--- config.mk ---
export PLATFORM = sky130hd
export DESIGN_NAME = seg_xlate_top
export DESIGN_NICKNAME = d
export VERILOG_FILES = /design/src/rtl/seg_xlate_pkg.sv /design/src/rtl/seg_decode.sv /design/src/rtl/fault_class.sv /design/src/rtl/fault_capture.sv /design/src/rtl/seg_xlate_top.sv
export SDC_FILE = /design/constraint.sdc
export NUM_CORES = 1
export LEC_CHECK = 0
export CAP_MARGIN = 20
export CORE_MARGIN = 2
export CORE_UTILIZATION = 30
export CTS_BUF_LIST = sky130_fd_sc_hd__clkbuf_8
export CTS_CLUSTER_SIZE = 16
export DETAILED_ROUTE_END_ITERATION = 10
export PLACE_DENSITY = 0.81
export SETUP_SLACK_MARGIN = 0.2
export SKIP_LAST_GASP = 1
export SLEW_MARGIN = 20
export SYNTH_ARGS = -nofsm -noshare
export SYNTH_HDL_FRONTEND = slang
export SYNTH_SLANG_ARGS = --single-unit
--- constraint.sdc ---
create_clock -name clk_i -period 6.95 [get_ports clk_i]
set_input_delay 1.39 -clock clk_i [delete_from_list [all_inputs] [get_ports clk_i]]
set_output_delay 1.39 -clock clk_i [all_outputs]
set_load 0.02 [all_outputs]
--- src/rtl/seg_xlate_pkg.sv ---
package seg_xlate_pkg;
  localparam int unsigned AW       = 32;
  localparam int unsigned ASID_W   = 8;
  localparam int unsigned VPN2_LSB = 13;
  localparam int unsigned VPN2_W   = AW - VPN2_LSB;
  localparam int unsigned CTX_LSB  = 4;
  localparam int unsigned CTX_BW   = AW - CTX_LSB - VPN2_W;
  localparam int unsigned EXC_W    = 5;

  typedef enum logic [1:0] {
    MODE_USER = 2'd0,
    MODE_SUP  = 2'd1,
    MODE_KERN = 2'd2,
    MODE_KRN2 = 2'd3
  } mode_e;

  typedef enum logic [1:0] {
    TLB_HIT   = 2'd0,
    TLB_MISS  = 2'd1,
    TLB_INVAL = 2'd2,
    TLB_DIRTY = 2'd3
  } tlb_res_e;

  typedef enum logic [2:0] {
    SEG_USER, SEG_KUNC0, SEG_KUNC1, SEG_SUPM, SEG_KERNM
  } seg_e;

  localparam logic [EXC_W-1:0] EXC_NONE = 5'd0;
  localparam logic [EXC_W-1:0] EXC_MOD  = 5'd1;
  localparam logic [EXC_W-1:0] EXC_TLBL = 5'd2;
  localparam logic [EXC_W-1:0] EXC_TLBS = 5'd3;
  localparam logic [EXC_W-1:0] EXC_ADEL = 5'd4;
  localparam logic [EXC_W-1:0] EXC_ADES = 5'd5;
endpackage

--- src/rtl/seg_decode.sv ---
module seg_decode
  import seg_xlate_pkg::*;
(
  input  logic [AW-1:0] vaddr_i,
  input  logic [1:0]    mode_i,
  input  logic          erl_i,
  output logic          allowed_o,
  output logic          mapped_o,
  output logic [AW-1:0] direct_pa_o
);
  seg_e seg;
  logic is_kern, is_sup;

  assign is_kern = mode_i[1];
  assign is_sup  = (mode_i == MODE_SUP);

  always_comb begin
    if (!vaddr_i[AW-1]) seg = SEG_USER;
    else begin
      unique case (vaddr_i[AW-2:AW-3])
        2'b00:   seg = SEG_KUNC0;
        2'b01:   seg = SEG_KUNC1;
        2'b10:   seg = SEG_SUPM;
        default: seg = SEG_KERNM;
      endcase
    end
  end

  always_comb begin
    allowed_o   = 1'b0;
    mapped_o    = 1'b0;
    direct_pa_o = '0;
    unique case (seg)
      SEG_USER: begin
        allowed_o = 1'b1;
        mapped_o  = !erl_i;
        if (erl_i) direct_pa_o = vaddr_i;
      end
      SEG_KUNC0, SEG_KUNC1: begin
        allowed_o   = is_kern;
        direct_pa_o = {3'b000, vaddr_i[AW-4:0]};
      end
      SEG_SUPM: begin
        allowed_o = is_kern || is_sup;
        mapped_o  = 1'b1;
      end
      default: begin
        allowed_o = is_kern;
        mapped_o  = 1'b1;
      end
    endcase
  end


  unc_user_chk: assert final (!(vaddr_i[AW-1:AW-2] == 2'b10 && !mode_i[1]) || !allowed_o);

  unc_top_chk: assert final (mapped_o || direct_pa_o[AW-1:AW-3] == 3'b000 || !vaddr_i[AW-1]);
endmodule

--- src/rtl/fault_class.sv ---
module fault_class
  import seg_xlate_pkg::*;
(
  input  logic             allowed_i,
  input  logic             mapped_i,
  input  logic             write_i,
  input  logic [1:0]       tlb_res_i,
  output logic             fault_o,
  output logic [EXC_W-1:0] exc_code_o,
  output logic             refill_o
);
  always_comb begin
    fault_o    = 1'b0;
    exc_code_o = EXC_NONE;
    refill_o   = 1'b0;
    if (!allowed_i) begin
      // privilege beats any TLB outcome
      fault_o    = 1'b1;
      exc_code_o = write_i ? EXC_ADES : EXC_ADEL;
    end else if (mapped_i) begin
      unique case (tlb_res_e'(tlb_res_i))
        TLB_HIT: ;
        TLB_MISS: begin
          fault_o    = 1'b1;
          exc_code_o = write_i ? EXC_TLBS : EXC_TLBL;
          refill_o   = 1'b1;
        end
        TLB_INVAL: begin
          fault_o    = 1'b1;
          exc_code_o = write_i ? EXC_TLBS : EXC_TLBL;
        end
        default: begin
          fault_o    = 1'b1;
          exc_code_o = EXC_MOD;
        end
      endcase
    end
  end


  refill_code_chk: assert final (!refill_o || exc_code_o == EXC_TLBL || exc_code_o == EXC_TLBS);

  none_code_chk: assert final (fault_o == (exc_code_o != EXC_NONE));
endmodule

--- src/rtl/fault_capture.sv ---
module fault_capture
  import seg_xlate_pkg::*;
(
  input  logic              clk_i,
  input  logic              rst_ni,
  input  logic              cap_i,
  input  logic [AW-1:0]     vaddr_i,
  input  logic [ASID_W-1:0] asid_i,
  input  logic [CTX_BW-1:0] ctx_base_i,
  output logic [AW-1:0]     badvaddr_o,
  output logic [AW-1:0]     context_o,
  output logic [AW-1:0]     entryhi_o
);
  logic [AW-1:0] bad_q;
  logic [VPN2_W-1:0] vpn2;

  always_ff @(posedge clk_i or negedge rst_ni) begin
    if (!rst_ni)    bad_q <= '0;
    else if (cap_i) bad_q <= vaddr_i;
  end

  assign vpn2       = bad_q[AW-1:VPN2_LSB];
  assign badvaddr_o = bad_q;
  assign context_o  = {ctx_base_i, vpn2, {CTX_LSB{1'b0}}};
  assign entryhi_o  = {vpn2, {(VPN2_LSB-ASID_W){1'b0}}, asid_i};


  cap_load_chk: assert property (@(posedge clk_i) disable iff (!rst_ni)
    cap_i |=> badvaddr_o == $past(vaddr_i));

  cap_hold_chk: assert property (@(posedge clk_i) disable iff (!rst_ni)
    !cap_i |=> $stable(badvaddr_o));
endmodule

--- src/rtl/seg_xlate_top.sv ---
module seg_xlate_top
  import seg_xlate_pkg::*;
(
  input  logic              clk_i,
  input  logic              rst_ni,
  input  logic              req_i,
  input  logic [AW-1:0]     vaddr_i,
  input  logic              write_i,
  input  logic [1:0]        mode_i,
  input  logic              erl_i,
  input  logic [1:0]        tlb_res_i,
  input  logic [AW-1:0]     tlb_paddr_i,
  input  logic [ASID_W-1:0] asid_i,
  input  logic [CTX_BW-1:0] ctx_base_i,
  output logic [AW-1:0]     paddr_o,
  output logic              mapped_o,
  output logic              fault_o,
  output logic [EXC_W-1:0]  exc_code_o,
  output logic              refill_o,
  output logic [AW-1:0]     badvaddr_o,
  output logic [AW-1:0]     context_o,
  output logic [AW-1:0]     entryhi_o
);
  logic          allowed, mapped;
  logic [AW-1:0] direct_pa;

  seg_decode u_seg (
    .vaddr_i     (vaddr_i),
    .mode_i      (mode_i),
    .erl_i       (erl_i),
    .allowed_o   (allowed),
    .mapped_o    (mapped),
    .direct_pa_o (direct_pa)
  );

  fault_class u_fcls (
    .allowed_i  (allowed),
    .mapped_i   (mapped),
    .write_i    (write_i),
    .tlb_res_i  (tlb_res_i),
    .fault_o    (fault_o),
    .exc_code_o (exc_code_o),
    .refill_o   (refill_o)
  );

  assign mapped_o = mapped;
  assign paddr_o  = fault_o ? '0 : (mapped ? tlb_paddr_i : direct_pa);

  fault_capture u_cap (
    .clk_i      (clk_i),
    .rst_ni     (rst_ni),
    .cap_i      (req_i && fault_o),
    .vaddr_i    (vaddr_i),
    .asid_i     (asid_i),
    .ctx_base_i (ctx_base_i),
    .badvaddr_o (badvaddr_o),
    .context_o  (context_o),
    .entryhi_o  (entryhi_o)
  );


  kseg3_user_chk: assert property (@(posedge clk_i) disable iff (!rst_ni)
    (vaddr_i[31:29] == 3'b111 && !mode_i[1]) |-> (exc_code_o == EXC_ADEL || exc_code_o == EXC_ADES));

  erl_ident_chk: assert property (@(posedge clk_i) disable iff (!rst_ni)
    (erl_i && !vaddr_i[31]) |-> (!fault_o && paddr_o == vaddr_i));

  asid_keep_chk: assert property (@(posedge clk_i) disable iff (!rst_ni)
    entryhi_o[ASID_W-1:0] == asid_i);
endmodule

---- Word level (Yosys, flattened, before mapping) ----
Index checks and enable logic that the tools add are counted.
cells by class
  equal/unequal tests ..................... 8
  muxes and demuxes ....................... 19
  reduce and logical (&&, ||, !) cells .... 8
operator list
  cell                  count
  $mux W32              3
  $pmux W32 S2          1
  $mux W5               2
  $pmux W5 S2           1
  $pmux W3 S3           1
  $mux W1               8
  $eq A2 B1 Y1 const B  3
  $eq A3 B2 Y1 const B  2
  $eq A2 B2 Y1 const B  2
  $logic_not A2 Y1      2
  $pmux W1 S2           2
  $reduce_or A2 Y1      2
  $eq A3 B1 Y1 const B  1
  $logic_not A3 Y1      1
  $mux W3               1
  $logic_and A1 B1 Y1   1
  $logic_not A1 Y1      1
  $logic_or A1 B1 Y1    1
word-level totals
  register bits ........................... 32
  input port bits ......................... 90
  output and inout bits ................... 136
  logic and storage cells ................. 36

---- Logic depth before layout (Yosys ltp) ----
  word-level depth ........................ 9
  depth in mapped cells ................... 7
  gate-level depth less buffers ........... 6

---- Modules after synthesis ----
A second synthesis with hierarchy kept.
second synthesis, totals
  cell total of the unflattened synthesis .. 305
  area, all modules ....................... 2896.5 um2
modules (own cells, without submodules)
  module         instances  cells each  area each (um2)
  fault_capture  1          133         1829.3
  seg_xlate_top  1          73          541.8
  seg_decode     1          83          417.9
  fault_class    1          16          107.6

---- Worst setup path before layout ----
OpenSTA, ideal clock, no wires.
  path kind ............................... input port to output port
  from .................................... in vaddr_i[29]
  to ...................................... out paddr_o[29]
  arrival ................................. 3.118 ns
  path slack .............................. 2.442 ns
  stages .................................. 6
  path buffers ............................ 0
  cells stage by stage .................... inv_1 -> ha_1 -> nor4_1 -> a211oi_4 -> or2_2 -> a21oi_1
between the ends
  longest elaborated chain between the ends .. 9
  elaborated cells between the ends (all ways) .. 18
  those cells by class .................... 5 x eq/ne; 10 x mux; 3 x reduce/logical
RTL lines
  element                                              line                 text
  start, declared                                      seg_xlate_top.sv:7   input logic [AW-1:0] vaddr_i,
  $eq A2 B2 Y1 (tied with other cells)                 seg_decode.sv:20     unique case (vaddr_i[AW-2:AW-3])
  $pmux W3 S3 (*)                                      seg_decode.sv:20
  $mux W3 (*)                                          seg_decode.sv:18     if (!vaddr_i[AW-1]) seg = SEG_USER;
  $eq A3 B1 Y1 / $eq A3 B2 Y1 (equally long branches)  seg_decode.sv:33     unique case (seg)
  $reduce_or A2 Y1                                     seg_decode.sv:33
  $pmux W1 S2                                          seg_decode.sv:33
  $mux W1                                              fault_class.sv:20    end else if (mapped_i) begin
  $mux W1 (*)                                          fault_class.sv:16    if (!allowed_i) begin
  via fault_o                                          seg_xlate_top.sv:17  output logic fault_o,
  $mux W32 (*)                                         seg_xlate_top.sv:47  assign paddr_o = fault_o ? '0 : (mapped ? tlb_paddr_i : direct_pa);
  end, declared                                        seg_xlate_top.sv:15  output logic [AW-1:0] paddr_o,
Mark *: on every way through the listed nets, which the timed path passes. The rest lies on a longest branch.

---- Final worst setup path ----
  from .................................... in vaddr_i[30]
  to ...................................... out exc_code_o[0]
between the ends
  longest elaborated chain between the ends .. 8
  elaborated cells between the ends (all ways) .. 14
  those cells by class .................... 5 x eq/ne; 6 x mux; 3 x reduce/logical
RTL lines
  element                                              line                 text
  $eq A2 B2 Y1 (tied with other cells)                 seg_decode.sv:20
  $pmux W3 S3 (*)                                      seg_decode.sv:20
  $mux W3 (*)                                          seg_decode.sv:18
  $eq A3 B1 Y1 / $eq A3 B2 Y1 (equally long branches)  seg_decode.sv:33
  $reduce_or A2 Y1                                     seg_decode.sv:33
  $pmux W1 S2                                          seg_decode.sv:33
  $mux W5                                              fault_class.sv:20
  $mux W5 (*)                                          fault_class.sv:16
  end, declared                                        seg_xlate_top.sv:18  output logic [EXC_W-1:0] exc_code_o,
Mark *: on every way between the ends. The rest lies on a longest branch, timed or not.

==> summary.md <==
| Metric | Value |
|---|---|
| PwrDens | `223 nW/µm²` |
| First-pass GRT wire length | `11.4 mm` |
| Finished Core Util | `50.4%` |
| Layout cells sized above 1 | `11.7%` |
| Via density | `4.63` |
| Routed Wire Length | `7.35 mm` |
| Most frequent cells after synthesis | `66 x buf_4, 33 x a21oi_1, 33 x nand2_1` |
| Area share of the largest cell type after synthesis | `33.2%` |
| Startpoint types | `primary input` |
| Fmax | `173 MHz` |
| Worst-skew pair later-pin latency | `270 ps` |
| Synth unique cells | `28` |
| Clock root cell | `clkbuf_8` |
| Resize count post-CTS | `0` |
| LEAKAGE | `1.57 nW` |
| Seq/Total Area, Yosys | `33.2%` |
| Die height | `93.7 µm` |
| Core footprint | `7770 µm²` |
| RePlAce Congestion | `0.903` |
| TritonRoute pass-1 iters | `4` |
| Pwr Total | `0.875 mW` |
| # rows | `32` |
| P_int | `0.547 mW` |
| Post-Syn Instances | `273` |
| Max rail drop VDD | `0.0000942 V` |
| CTS Buffer Depth | `2` |
| RSZ-0062 raised after global routing | `no` |
| Hold/Removal Path Class | `register to register` |
| Nets | `487` |
| CTS Hold Bufs | `0` |
| NetSw | `0.328 mW` |
| GRT Total Usage | `16.5%` |
| Slew Viols, Final | `0` |
| CTS sink cnt | `32` |
| Synth area leader | `dfrtp_1` |
| Post-Synthesis Cell Area | `2410 µm²` |
| Largest net degree at the start of global routing | `33` |
| Tightest Pin Transition | `1050 ps` |
| YS warnings | `0` |
| Register bit total from synthesis | `32` |
| CP Max Fanout | `26` |
| Pre-CTS WS | `1150 ps` |
| Ant diodes | `0` |
| Synth-to-Final Area Change | `62.3%` |
| TritonCTS Buffers | `5` |
| Worst hold slack | `503 ps` |
| Sequential power share | `29.0%` |
| Post-DP HPWL | `5.71 mm` |
| Ys async rst share | `100%` |
| Arr. time, crit path | `4390 ps` |
| Initial Utilization | `31.1%` |
| Buffers on Ports | `180` |
| Routed length per instance | `14.8 µm` |
| Part of the power in combinational logic | `54.4%` |
| Clk_skew | `0 ps` |
| DRT iter0 DRCs | `37` |
| Synth top area cells | `dfrtp_1 33%, buf_4 21%, mux2_2 14%` |
| Largest register FFs | `32` |
| Drc violations | `0` |
| Setup TNS | `0 ps` |
| Count leader, synth | `buf_4` |
| Critical path class | `primary input to output pin` |
| Initial antenna violation count | `0` |
| Status | `finished clean` |
| Max Cap Viol | `0` |
| Main synth FF type | `dfrtp_1` |
| Avg Cell Area, Syn | `8.84 µm²` |
| Final setup margin | `1170 ps` |
| Routed vias | `2292` |
| Chip Width | `93.7 µm` |
| H-tree depth | `2` |
| Fin crit share | `83.2%` |
| Clk pwr share | `16.6%` |
| Worst slew margin | `29.7%` |
| Tmin final | `5780 ps` |
| CP Capture Type | `output pin` |
| IO Pins | `226` |
| Clk pin slew, worst setup/hold paths | `60 ps` |
| Critical path required time | `5560 ps` |
| Final setup viols | `0` |
| Post-CTS Setup Bufs | `0` |
| DIE AREA | `8780 µm²` |
| Switching Share | `37.5%` |
| Remaining Overflow, GRT | `0` |
| EDFF count, synth | `0` |
| Final hold violations | `0` |
| Number of global-route vias before repair | `2267` |
| Final antenna-violating net count | `0` |
| CTS tree | `built` |
==> final timing paths <==
path / start / slack, ps / cells after the start / endpoint
worst max-delay path: vaddr_i[30] / 1170 / 9 / exc_code_o[0]
worst min-delay path: u_cap.badvaddr_o[1]$_DFFE_PN0P_ / 500 / 1 / u_cap.badvaddr_o[1]$_DFFE_PN0P_
worst max register to register: u_cap.badvaddr_o[29]$_DFFE_PN0P_ / 6120 / 1 / u_cap.badvaddr_o[29]$_DFFE_PN0P_
worst min register to register: u_cap.badvaddr_o[1]$_DFFE_PN0P_ / 500 / 1 / u_cap.badvaddr_o[1]$_DFFE_PN0P_
max in group asynchronous: rst_ni / 5320 / 1 / u_cap.badvaddr_o[24]$_DFFE_PN0P_
min in group asynchronous: rst_ni / 1150 / 1 / u_cap.badvaddr_o[31]$_DFFE_PN0P_
==> logic make-up after synthesis <==
kind of cell	Yosys count	share of synthesized area, %
compound gates	37	8.76
buf+inv	88	25.0
fa+ha+maj	5	2.59
mux	32	14.9
other cells	1	0.155
simple gates	78	15.3
flops	32	33.2
==> routing by layer <==
layer / vias up / GRT usage [%] / share of wire, %
met3: 13 / 4.41 / 7.6
met1: 1089 / 18.5 / 38
met2: 115 / 30.1 / 53
met4: 0 / 5.31 / 2.0
met5: - / 0 / 0
li1: 1075 / - / -
==> cell type report <==
type                    instances  area, µm²
repair buffers                184       1830
fillers                       728       3850
clock inverters                 2       10.0
inverters                       6       22.5
well taps                     102        128
clock buffers                   6       82.6
multi-input cells             163       1050
flip-flops and latches         32        801
==> placed cells by master (no fill, tap or decap), drive strengths merged <==
cell type      instances
conb                  11
nor2                   1
or2                    3
inv                    6
nand4                  1
o21ai                  3
ha                     5
a211oi                 1
clkbuf                 6
nand2                 33
nor3                   1
dfrtp                 32
nor4                   1
nor3b                  2
clkdlybuf4s50        179
buf                    5
a21oi                 33
nand2b                 2
and3b                  1
mux2                  32
nor2b                  2
clkinv                 2
or4                    1
nand3                 30
==> power groups by stage <==
stage / sequential [mW] / combinational [mW] / clock, mW
CTS: 0.255 / 0.481 / 0.152
detailed placement: 0.258 / 0.480 / 0
global route: 0.259 / 0.503 / 0.163
finish: 0.254 / 0.476 / 0.145
floorplan: 0.298 / 0.253 / 0
global placement: 0.255 / 0.475 / 0
==> through the flow <==
step	cell area [µm²]	cells
finish	3920	495
global route	3920	495
CTS	3920	495
detailed placement	3820	487
global placement	3820	487
floorplan	2450	283
==> worst max-delay path, stage by stage <==
cell             delay (ps)
clkdlybuf4s50_1         600
inv_1                    70
ha_1                    300
and3b_1                 220
a211oi_4                520
buf_4                   410
a21oi_1                  70
o21ai_0                 180
clkdlybuf4s50_1         630
No activity file was read; power rests on OpenSTA's default activity.
